### src/rtl/sdram_init_seq.sv
module sdram_init_seq #(
  parameter int CLK_MHZ = 125,
  parameter int WAIT_US = 500,
  parameter int T_RP = 3,
  parameter int T_RC = 8,
  parameter int T_RSC = 2,
  parameter int N_REF = 8,
  parameter int ADDR_W = 12,
  parameter int BA_W = 2,
  parameter int DQM_W = 8,
  parameter logic [ADDR_W-1:0] MODE_WORD = 12'h032
) (
  input  logic              clk,
  input  logic              rst_n,
  output logic              cke,
  output logic              cs_n,
  output logic              ras_n,
  output logic              cas_n,
  output logic              we_n,
  output logic [BA_W-1:0]   ba,
  output logic [ADDR_W-1:0] addr,
  output logic [DQM_W-1:0]  dqm,
  output logic              init_done
);

  localparam int WAIT_CYC = CLK_MHZ * WAIT_US;
  localparam int CNT_W = $clog2(WAIT_CYC + T_RP + T_RC + T_RSC + 1);
  localparam int REF_W = $clog2(N_REF + 1);
  localparam int ALL_BIT = 10;

  if (N_REF < 8) begin : g_bad_nref
    $error("N_REF must be at least 8");
  end
  if (T_RP < 2 || T_RC < 2 || T_RSC < 2 || WAIT_CYC < 2) begin : g_bad_gap
    $error("gap counts must be at least 2");
  end
  if (ADDR_W <= ALL_BIT) begin : g_bad_addr
    $error("ADDR_W must exceed 10");
  end

  typedef enum logic [2:0] {
    S_WAIT, S_PRE, S_TRP, S_REF, S_TRC, S_MRS, S_TRSC, S_DONE
  } phase_t;

  phase_t           ph;
  logic [CNT_W-1:0] cnt;
  logic [REF_W-1:0] nref;

  always_ff @(posedge clk or negedge rst_n) begin
    if (!rst_n) begin
      ph   <= S_WAIT;
      cnt  <= '0;
      nref <= '0;
    end else begin
      cnt <= cnt + 1'b1;
      unique case (ph)
        S_WAIT: if (cnt == CNT_W'(WAIT_CYC - 1)) begin ph <= S_PRE; cnt <= '0; end
        S_PRE:  begin ph <= S_TRP; cnt <= '0; end
        S_TRP:  if (cnt == CNT_W'(T_RP - 2)) begin ph <= S_REF; cnt <= '0; end
        S_REF:  begin ph <= S_TRC; cnt <= '0; nref <= nref + 1'b1; end
        S_TRC:  if (cnt == CNT_W'(T_RC - 2)) begin
                  ph  <= (nref == REF_W'(N_REF)) ? S_MRS : S_REF;
                  cnt <= '0;
                end
        S_MRS:  begin ph <= S_TRSC; cnt <= '0; end
        S_TRSC: if (cnt == CNT_W'(T_RSC - 2)) begin ph <= S_DONE; cnt <= '0; end
        S_DONE: cnt <= '0;
        default: ph <= S_WAIT;
      endcase
    end
  end

  assign cke       = 1'b1;
  assign dqm       = '1;
  assign cs_n      = 1'b0;
  assign ras_n     = !(ph == S_PRE || ph == S_REF || ph == S_MRS);
  assign cas_n     = !(ph == S_REF || ph == S_MRS);
  assign we_n      = !(ph == S_PRE || ph == S_MRS);
  assign ba        = '0;
  assign init_done = (ph == S_DONE);

  always_comb begin
    addr = '0;
    if (ph == S_PRE) addr[ALL_BIT] = 1'b1;
    else if (ph == S_MRS) addr = MODE_WORD;
  end

  wire is_pre = !cs_n && !ras_n &&  cas_n && !we_n;
  wire is_ref = !cs_n && !ras_n && !cas_n &&  we_n;
  wire is_mrs = !cs_n && !ras_n && !cas_n && !we_n;
  wire is_nop = !cs_n &&  ras_n &&  cas_n &&  we_n;

  logic [CNT_W-1:0] gap_mon;
  logic             ref_seen;
  logic             mrs_seen;
  always_ff @(posedge clk or negedge rst_n) begin
    if (!rst_n) begin
      gap_mon  <= '0;
      ref_seen <= 1'b0;
      mrs_seen <= 1'b0;
    end else begin
      gap_mon <= is_ref ? CNT_W'(1) : gap_mon + 1'b1;
      if (is_ref) ref_seen <= 1'b1;
      if (is_mrs) mrs_seen <= 1'b1;
    end
  end

  assert_pre_all_R3: assert property (@(posedge clk) disable iff (!rst_n)
    is_pre |-> addr[ALL_BIT]);
  assert_ref_spacing_R5: assert property (@(posedge clk) disable iff (!rst_n)
    (is_ref && ref_seen) |-> gap_mon == CNT_W'(T_RC));
  assert_ref_then_nop_R5: assert property (@(posedge clk) disable iff (!rst_n)
    is_ref |=> is_nop);
  assert_ref_bound_R6: assert property (@(posedge clk) disable iff (!rst_n)
    nref <= REF_W'(N_REF));
  assert_mrs_word_R7: assert property (@(posedge clk) disable iff (!rst_n)
    is_mrs |-> (addr == MODE_WORD && ba == '0 && !mrs_seen));
  assert_done_sticky_R8: assert property (@(posedge clk) disable iff (!rst_n)
    init_done |=> (init_done && is_nop));
  assert_done_after_mrs_R8: assert property (@(posedge clk) disable iff (!rst_n)
    init_done |-> mrs_seen);

endmodule

### config.mk
export PLATFORM = sky130hd
export DESIGN_NAME = sdram_init_seq
export DESIGN_NICKNAME = d
export VERILOG_FILES = /design/src/rtl/sdram_init_seq.sv
export SDC_FILE = /design/constraint.sdc
export NUM_CORES = 1
export LEC_CHECK = 0
export BUFFER_PORTS_ARGS = -buffer_cell sky130_fd_sc_hd__buf_2
export CORE_ASPECT_RATIO = 0.75
export CORE_MARGIN = 2
export CORE_UTILIZATION = 30
export DETAILED_ROUTE_END_ITERATION = 8
export PLACE_DENSITY = 0.48
export SLEW_MARGIN = 20
export SYNTH_ARGS = -nofsm -noshare
export SYNTH_HDL_FRONTEND = slang
export SYNTH_SLANG_ARGS = --single-unit
### constraint.sdc
create_clock -name clk -period 3.1 [get_ports clk]
set_input_delay 0.62 -clock clk [delete_from_list [all_inputs] [get_ports clk]]
set_output_delay 0.62 -clock clk [all_outputs]
set_load 0.05 [all_outputs]
# Word level (Yosys, flattened, before mapping)
# Index checks and enable logic that the tools add are counted.
totals:
  inputBits: 2
  output_inout_bits: 28
  regBits: 23
  word_cells: 47
op_classes:
  n_mux: 15
  reduce_logical: 12
  n_eq_ne: 15
  add_sub_neg: 2
ops:
  columns: ["op", "count"]
  rows:
  - ["one-hot mux 16 bit (5 select lines)", 1]
  - ["2-to-1 mux 16 bit", 4]
  - ["one-hot mux 3 bit (7 select lines)", 1]
  - ["adder 16 x 1 -> 16 bit, second input constant", 1]
  - ["== test 16 x 1 -> 1 bit, second input constant", 1]
  - ["== test 16 bit, second input constant", 1]
  - ["== test 16 x 3 -> 1 bit, second input constant", 1]
  - ["zero test 16 bit", 1]
  - ["2-to-1 mux 3 bit", 5]
  - ["== test 3 bit, second input constant", 4]
  - ["2-to-1 mux 10 bit", 1]
  - ["!= test 2 bit, second input constant", 4]
  - ["nonzero test 7 bit", 1]
  - ["== test 3 x 2 -> 1 bit, second input constant", 2]
  - ["2-to-1 mux 6 bit", 1]
  - ["AND reduction 5 bit", 1]
  - ["adder 4 x 1 -> 4 bit, second input constant", 1]
  - ["== test 4 bit, second input constant", 1]
  - ["logical OR 1 bit", 4]
  - ["OR reduction 4 bit", 1]
  - ["== test 3 x 1 -> 1 bit, second input constant", 1]
  - ["zero test 1 bit", 3]
  - ["zero test 3 bit", 1]
  - ["2-to-1 mux 1 bit", 2]

# Longest topological paths before layout
# Gate-level depths: netlist of run 1.
depth:
  word_depth: 4
  ltp_mapped: 7
  ltp_nobuf: 6

# Worst setup path before layout of run 1
# No wires, ideal clock.
synth_timing:
  path_type: "flip-flop to output port"
  startpoint: "reg ph[1]"
  endpoint: "out cas_n"
  path_stages_with_launch: 5
  t_required_ns: 2.480
  arrival_time_ns: 2.277
  path_slack_ns: 0.203
  cell_sequence: "dfrtp_1 -> clkbuf_1 -> nand2b_1 -> nor2_1 -> nor2_1"
synth_via:
  elab_chain_cells: 3
  elab_cells_between_ends: 4
  cone_classes: "eq/ne: 2; reduce/logical: 2"
synth_lines:
  columns: ["element", "line", "rtl"]
  rows:
  - ["start: declaration", "45", "phase_t ph;"]
  - ["start signal: assignment", "62", "ph <= (nref == REF_W'(N_REF)) ? S_MRS : S_REF;"]
  - ["== test 3 x 2 -> 1 bit or == test 3 bit (tied branches)", "77", "assign cas_n = !(ph == S_REF || ph == S_MRS);"]
  - ["logical OR 1 bit (*)", "77", null]
  - ["zero test 1 bit (*)", "77", null]
  - ["end: declaration", "18", "output logic cas_n,"]
# Mark *: on every way between the ends. The rest lies on a longest branch, timed or not.

# Worst setup path in the final report of run 1
layout_timing:
  startpoint: "reg cnt[4]"
  endpoint: "reg ph[0]"
layout_via:
  elab_chain_cells: 3
  elab_cells_between_ends: 9
  cone_classes: "eq/ne: 7; reduce/logical: 2"
layout_lines:
  columns: ["element", "line", "rtl"]
  rows:
  - ["start: declaration", "46", "logic [CNT_W-1:0] cnt;"]
  - ["start signal: assignment", "55", "cnt <= cnt + 1'b1;"]
  - ["== test 16 x 3 -> 1 bit, or another cell as far along", "61", "S_TRC: if (cnt == CNT_W'(T_RC - 2)) begin"]
  - ["!= test 2 bit (no line)", null, null]
  - ["AND reduction 5 bit (no line) (*)", null, null]
# Marked as above.
# A chain may end at the register's enable or synchronous reset.

==> results of run 1 <==
## kinds of logic (layout without fill, tap and decap cells)
family,after synthesis,after routing,share of synthesized area
AOI/OAI and AO/OA,29,29,0.131
xor gates and xnor gates,14,14,0.0810
adders and majority gates,6,6,0.0496
buffers and inverters,35,21,0.146
DFF,23,23,0.380
other,2,20,0.00496
and+or+nand+nor,55,55,0.207
## worst max-delay path by stage
stage | depth (start not counted) | end
3_3_place_gp | 4 | ph[0]$_DFFE_PN0P_
4_1_cts | 4 | ph[0]$_DFFE_PN0P_
6_report | 4 | ph[0]$_DFFE_PN0P_
3_5_place_dp | 4 | ph[0]$_DFFE_PN0P_
2_1_floorplan | 4 | cas_n
5_1_grt | 4 | ph[0]$_DFFE_PN0P_
## metal layers
metal	vias up	share of wire
met1	545	0.48
met3	5	0.054
met2	36	0.45
met4	0	0.020
li1	551	-
met5	-	0
## cells in the mapped netlist, types with 4 or more instances
cell | count | area (um^2)
a21oi_1 | 13 | 65.1
xor2_1 | 7 | 61.3
clkbuf_1 | 5 | 18.8
nand4_1 | 4 | 25.0
xnor2_1 | 7 | 61.3
nor2_1 | 9 | 33.8
buf_4 | 22 | 165
nand2_1 | 9 | 33.8
ha_1 | 6 | 75.1
inv_1 | 7 | 26.3
dfrtp_1 | 23 | 576
a22oi_1 | 4 | 30.0
nand3_1 | 9 | 45.0
or4_1 | 5 | 37.5
## state kept, by name (all words and copies together), names as in the netlist
| signal | flops |
|---|---|
| cnt | 16 |
| nref | 4 |
| ph | 3 |
## power by group
part | internal, mW | total [mW] | switching [mW]
logic | 0.000450 | 0.0591 | 0.0587
registers | 0.300 | 0.300 | 0
clock network | 0.0899 | 0.188 | 0.0979
total | 0.390 | 0.547 | 0.157
## metrics by stage
step	hold WS, ps	power (mW)	cell area, um^2
floorplan	324	0.378	1580
CTS	342	0.557	1560
finish	322	0.547	1560
detailed placement	466	0.365	1510
global placement	459	0.365	1510
global route	351	0.575	1560
## cell type report
type / count / area [um^2] / area share
Tap cell: 60 / 75.1 / 0.0481
Inverter: 7 / 26.3 / 0.0168
Timing Repair Buffer: 10 / 52.6 / 0.0337
Clock inverter: 1 / 5.00 / 0.00321
Multi-Input combinational cell: 124 / 785 / 0.503
Clock buffer: 3 / 41.3 / 0.0265
Sequential cell: 23 / 576 / 0.369
## critical path, stage by stage, from the launching register on
cell and delay, ps:
dfrtp_1 420, or4_1 520, or4_4 550, a31oi_4 470
and3_2 270
==> flow_summary.toml, run 1 <==
[detailed_routing]
wl_mm = 3.00
drc = 0
via_per_inst = 4.99
drtIter0Drc = 96
dr.pass1.iters = 5
wl_per_cell_um = 13.2
ant_nets = 0
num_vias = 1137

[clock_tree]
cts_buffers = 3
clk_pin_slew_ps = 80
clk_path_buf_depth = 2
htreeDepth = 1
cts.hold.buffers_added = 0
clock_sinks = 23
clk_latency_ps = 270
tritoncts = "built"
clockRootBuffer = "clkbuf_8"
cts_resized = 0
cts_setup_buffers = 0

[grt]
grt_pass1_vias = 1072
grt-ovfl-total = 0
use_met1 = 0.156
use_met3 = 0.0314
grt_max_degree = 24
antenna_found_initial = 0
grt_pass1_wl_mm = 5.18
grt.total_usage = 0.119
grt_util_met2 = 0.185
busiest_layer = "met2"

[die]
fp.dieH_um = 65.5
start_util = 0.311
io-pin-count = 30
rows = 22
core_area_mm2 = 0.00487
die_area_mm2 = 0.00564
die_w_um = 86.0

[worst_setup_path]
cp-start-kind = "flip-flop"
worstPathRequired_ps = 3310
worstPathArrival_ps = 2510
reg2regPathDepth = 4
r2r_slack_ps = 790
reg2reg_from = "cnt[4]$_DFF_PN0_"
path_class = "reg2reg"
crit_fanout = 17
r2r_end = "ph[0]$_DFFE_PN0P_"
end_kind = "flip-flop"
startpoint = "cnt[4]$_DFF_PN0_"

[power_and_ir_drop]
peakVddDrop_mv = 0.123
p_leak_nw = 0.695
p_per_area_mw_per_mm2 = 350

[synthesis]
async_flop_share = 1.00
syn-cell-area_mm2 = 0.00151
synth-edff-count = 0
yosysWarnings = 0
avgSynthCellArea_um2 = 9.23
synth-main-ff-cell = "dfrtp_1"
synth-seq-cells = 23
ys_seq_area_frac = 0.380
synth_cells = 164
synth_cell_types = 39

[sta]
period_minus_slack_ps = 2310
skew_ps = 3.30
fmax_mhz = 434
hold_viol = 0
fin_crit_sh = 0.744
finalWorstSetupSlack_ps = 794
slew_headroom = 0.647
worst_slew_pin_slew_ps = 530
setup_violations = 0
tns_ps = 0
rsz0062_at_grt = "no"
slew_viol_final = 0

[layout]
drive_above_1_share = 0.113
n_fill_cell = 510
antenna_cells = 0
mostFrequentLayoutCells = "23 x dfrtp_1, 20 x conb_1, 13 x a21oi_1"
final_common_cell = "dfrtp_1"
final_core_util = 0.320
area_delta_synth_final_pct = 3.06
fin_nets = 177
stdcell_count = 228

[place]
place_hpwl_mm = 2.20
place_ws_ps = 808
routabilityCongestion = 0.812
place_inst = 224
io_buffers = 9

[hold_path]
hold_path.class = "in2async"

[run]
maxCapViolations = 0

[outcome]
status = "finished, final reports clean"
Note: power is estimated with default switching activity, not from simulation.
==> run 2, diff against run 1 <==
--- a/config.mk
+++ b/config.mk
@@ -5,12 +5,13 @@
 export SDC_FILE = /design/constraint.sdc
 export NUM_CORES = 1
 export LEC_CHECK = 0
+export ABC_AREA = 1
 export BUFFER_PORTS_ARGS = -buffer_cell sky130_fd_sc_hd__buf_2
 export CORE_ASPECT_RATIO = 0.75
 export CORE_MARGIN = 2
 export CORE_UTILIZATION = 30
 export DETAILED_ROUTE_END_ITERATION = 8
-export PLACE_DENSITY = 0.48
+export PLACE_DENSITY = 0.47
 export SLEW_MARGIN = 20
 export SYNTH_ARGS = -nofsm -noshare
 export SYNTH_HDL_FRONTEND = slang
==> constraint.sdc (replaced) <==
create_clock -name clk -period 2.3 [get_ports clk]
set_input_delay 0.46 -clock clk [delete_from_list [all_inputs] [get_ports clk]]
set_output_delay 0.46 -clock clk [all_outputs]
set_load 0.05 [all_outputs]
==> run 2 against run 1 <==
  * Global-route usage fell by 0.38 points
  * Core utilization fell by 0.13 points
  * Critical path type is now reg2out
  * Critical path depth did not move
  * Power increased by 38%
  * Critical endpoint is now cas_n
  * Final area up 8.8%
  * Sequential cell count unchanged
==> flow_summary.toml, run 2 <==
[outcome]
status = "finished, final reports clean"

[layout]
mostFrequentLayoutCells = "50 x nand2_1, 45 x nor2_1, 23 x dfrtp_1, 20 x conb_1, 17 x inv_1"
final_common_cell = "nand2_1"
area.sequential_um2 = 576
regMostFlops = "cnt"
fin_area_mm2 = 0.00170
antenna_cells = 0
drive_above_1_share = 0.133
largest_register_ff_count = 16
area_delta_synth_final_pct = 3.27
fin_nets = 235
multi_input_area_um2 = 871
n_fill_cell = 578
reg.largest.list = "cnt: 16 flops, nref: 4 flops, ph: 3 flops"

[detailed_routing]
ant_nets = 0
drtIter0Drc = 48
via_per_inst = 4.18
drc = 0
wl_mm = 3.11
dr.pass1.iters = 4
num_vias = 1257
wl_per_cell_um = 10.3

[synthesis]
synth_top_cell_by_area = "dfrtp_1"
synth-compound-area-share = 0.0479
async_flop_share = 1.00
synth_top_area_frac = 0.350
synth_xor_area_frac = 0.0479
yosys-top-cells-count = "50 x nand2_1, 46 x nor2_1, 23 x dfrtp_1"
synth_cells = 221
synth_simple_gate_area_frac = 0.341
muxShareOfSynthArea = 0
synth_cell_types = 25
synth-edff-count = 0
synthTopCellsByArea = "dfrtp_1 35%, nand2_1 11%, nor2_1 11%"
synth-main-ff-cell = "dfrtp_1"
synthAdderAreaFrac = 0.0457
synth-seq-cells = 23
synth_most_common_cell = "nand2_1"
syn-cell-area_mm2 = 0.00164
ys_seq_area_frac = 0.350
synth_top_family_by_area = "simple AND/OR/NAND/NOR gates"
avgSynthCellArea_um2 = 7.44
yosysWarnings = 0

[sta]
rsz0062_at_grt = "no"
finalWorstSetupSlack_ps = 374
slew_viol_final = 0
hold_viol = 0
tns_ps = 0
fin_crit_sh = 0.837
holdWs_ps = 156
fmax_mhz = 519
skew_ps = 7.31
worst_slew_pin_slew_ps = 541
setup_violations = 0
period_minus_slack_ps = 1930
slew_headroom = 0.640

[die]
core_area_mm2 = 0.00532
die_area_mm2 = 0.00609
fp.dieH_um = 68.1
rows = 23
io-pin-count = 30
die_w_um = 89.5
start_util = 0.309

[clock_tree]
clockRootBuffer = "clkbuf_8"
cts_buffers = 3
cts_resized = 0
clk_latency_ps = 270
clk_path_buf_depth = 2
cts_setup_buffers = 0
tritoncts = "built"
htreeDepth = 1
clock_sinks = 23
clk_pin_slew_ps = 90
cts.hold.buffers_added = 0

[worst_setup_path]
reg2regPathDepth = 9
end_kind = "output pin"
worstPathRequired_ps = 1840
r2r_end = "ph[1]$_DFFE_PN0P_"
startpoint = "ph[0]$_DFFE_PN0P_"
crit_end = "cas_n"
path_class = "reg2out"
crit_fanout = 7
reg2reg_from = "cnt[0]$_DFF_PN0_"
worstPathArrival_ps = 1470
r2r_slack_ps = 590
cp-start-kind = "flip-flop"

[grt]
grt_pass1_vias = 1148
grt.total_usage = 0.116
grt_pass1_wl_mm = 5.31
grt_max_degree = 24
grt-ovfl-total = 0
antenna_found_initial = 0

[place]
routabilityCongestion = 0.794
place_hpwl_mm = 2.39
dpl_cell_area_mm2 = 0.00165
io_buffers = 9
place_ws_ps = 593

[run]
maxCapViolations = 0

[power_and_ir_drop]
p_leak_nw = 0.846
peakVddDrop_mv = 0.157
p_per_area_mw_per_mm2 = 443

[hold_path]
hold_path.class = "in2async"
## run 2: through the flow
stage                     instances  power [mW]   util
after floorplan                 239       0.509      -
after global placement          297       0.492  0.310
after detailed placement        297       0.492  0.310
after CTS                       301       0.762  0.319
after global routing            301       0.787  0.319
final                           301       0.752  0.319
## run 2: metal layers
layer,GRT usage,wire length [um],up-vias
met2,0.169,1290,27
met3,0.0253,103,2
li1,-,-,651
met4,0.0410,34,0
met5,0,0,-
met1,0.167,1690,577
## run 2: critical path, cell delays in order, from the launching register on
cell,delay (ps)
dfrtp_1,440
nand2_1,130
nor2_1,320
nor2_1,80
buf_2,220
## run 2: cell type report
type | instances | area share
well taps | 75 | 0.0553
multi-input cells | 173 | 0.513
repair buffers | 9 | 0.0265
flip-flops and latches | 23 | 0.339
inverters | 17 | 0.0376
clock buffers | 3 | 0.0243
clock inverters | 1 | 0.00442
## run 2: logic make-up after synthesis
family	Yosys count
other	2
xor gates and xnor gates	9
buffers and inverters	43
DFF	23
and+or+nand+nor	125
AOI/OAI and AO/OA	13
adders and majority gates	6
## run 2: worst min path at each step
stage	to	depth (start not counted)
6_report	cnt[9]$_DFF_PN0_	1
5_1_grt	cnt[9]$_DFF_PN0_	1
4_1_cts	cnt[9]$_DFF_PN0_	1
3_5_place_dp	cnt[9]$_DFF_PN0_	1
3_3_place_gp	nref[3]$_DFFE_PN0P_	1
2_1_floorplan	cnt[0]$_DFF_PN0_	0
## run 2: power by group
part | switching, mW | internal [mW]
registers | 0 | 0.404
logic | 0.0789 | 0.000607
clock network | 0.145 | 0.123
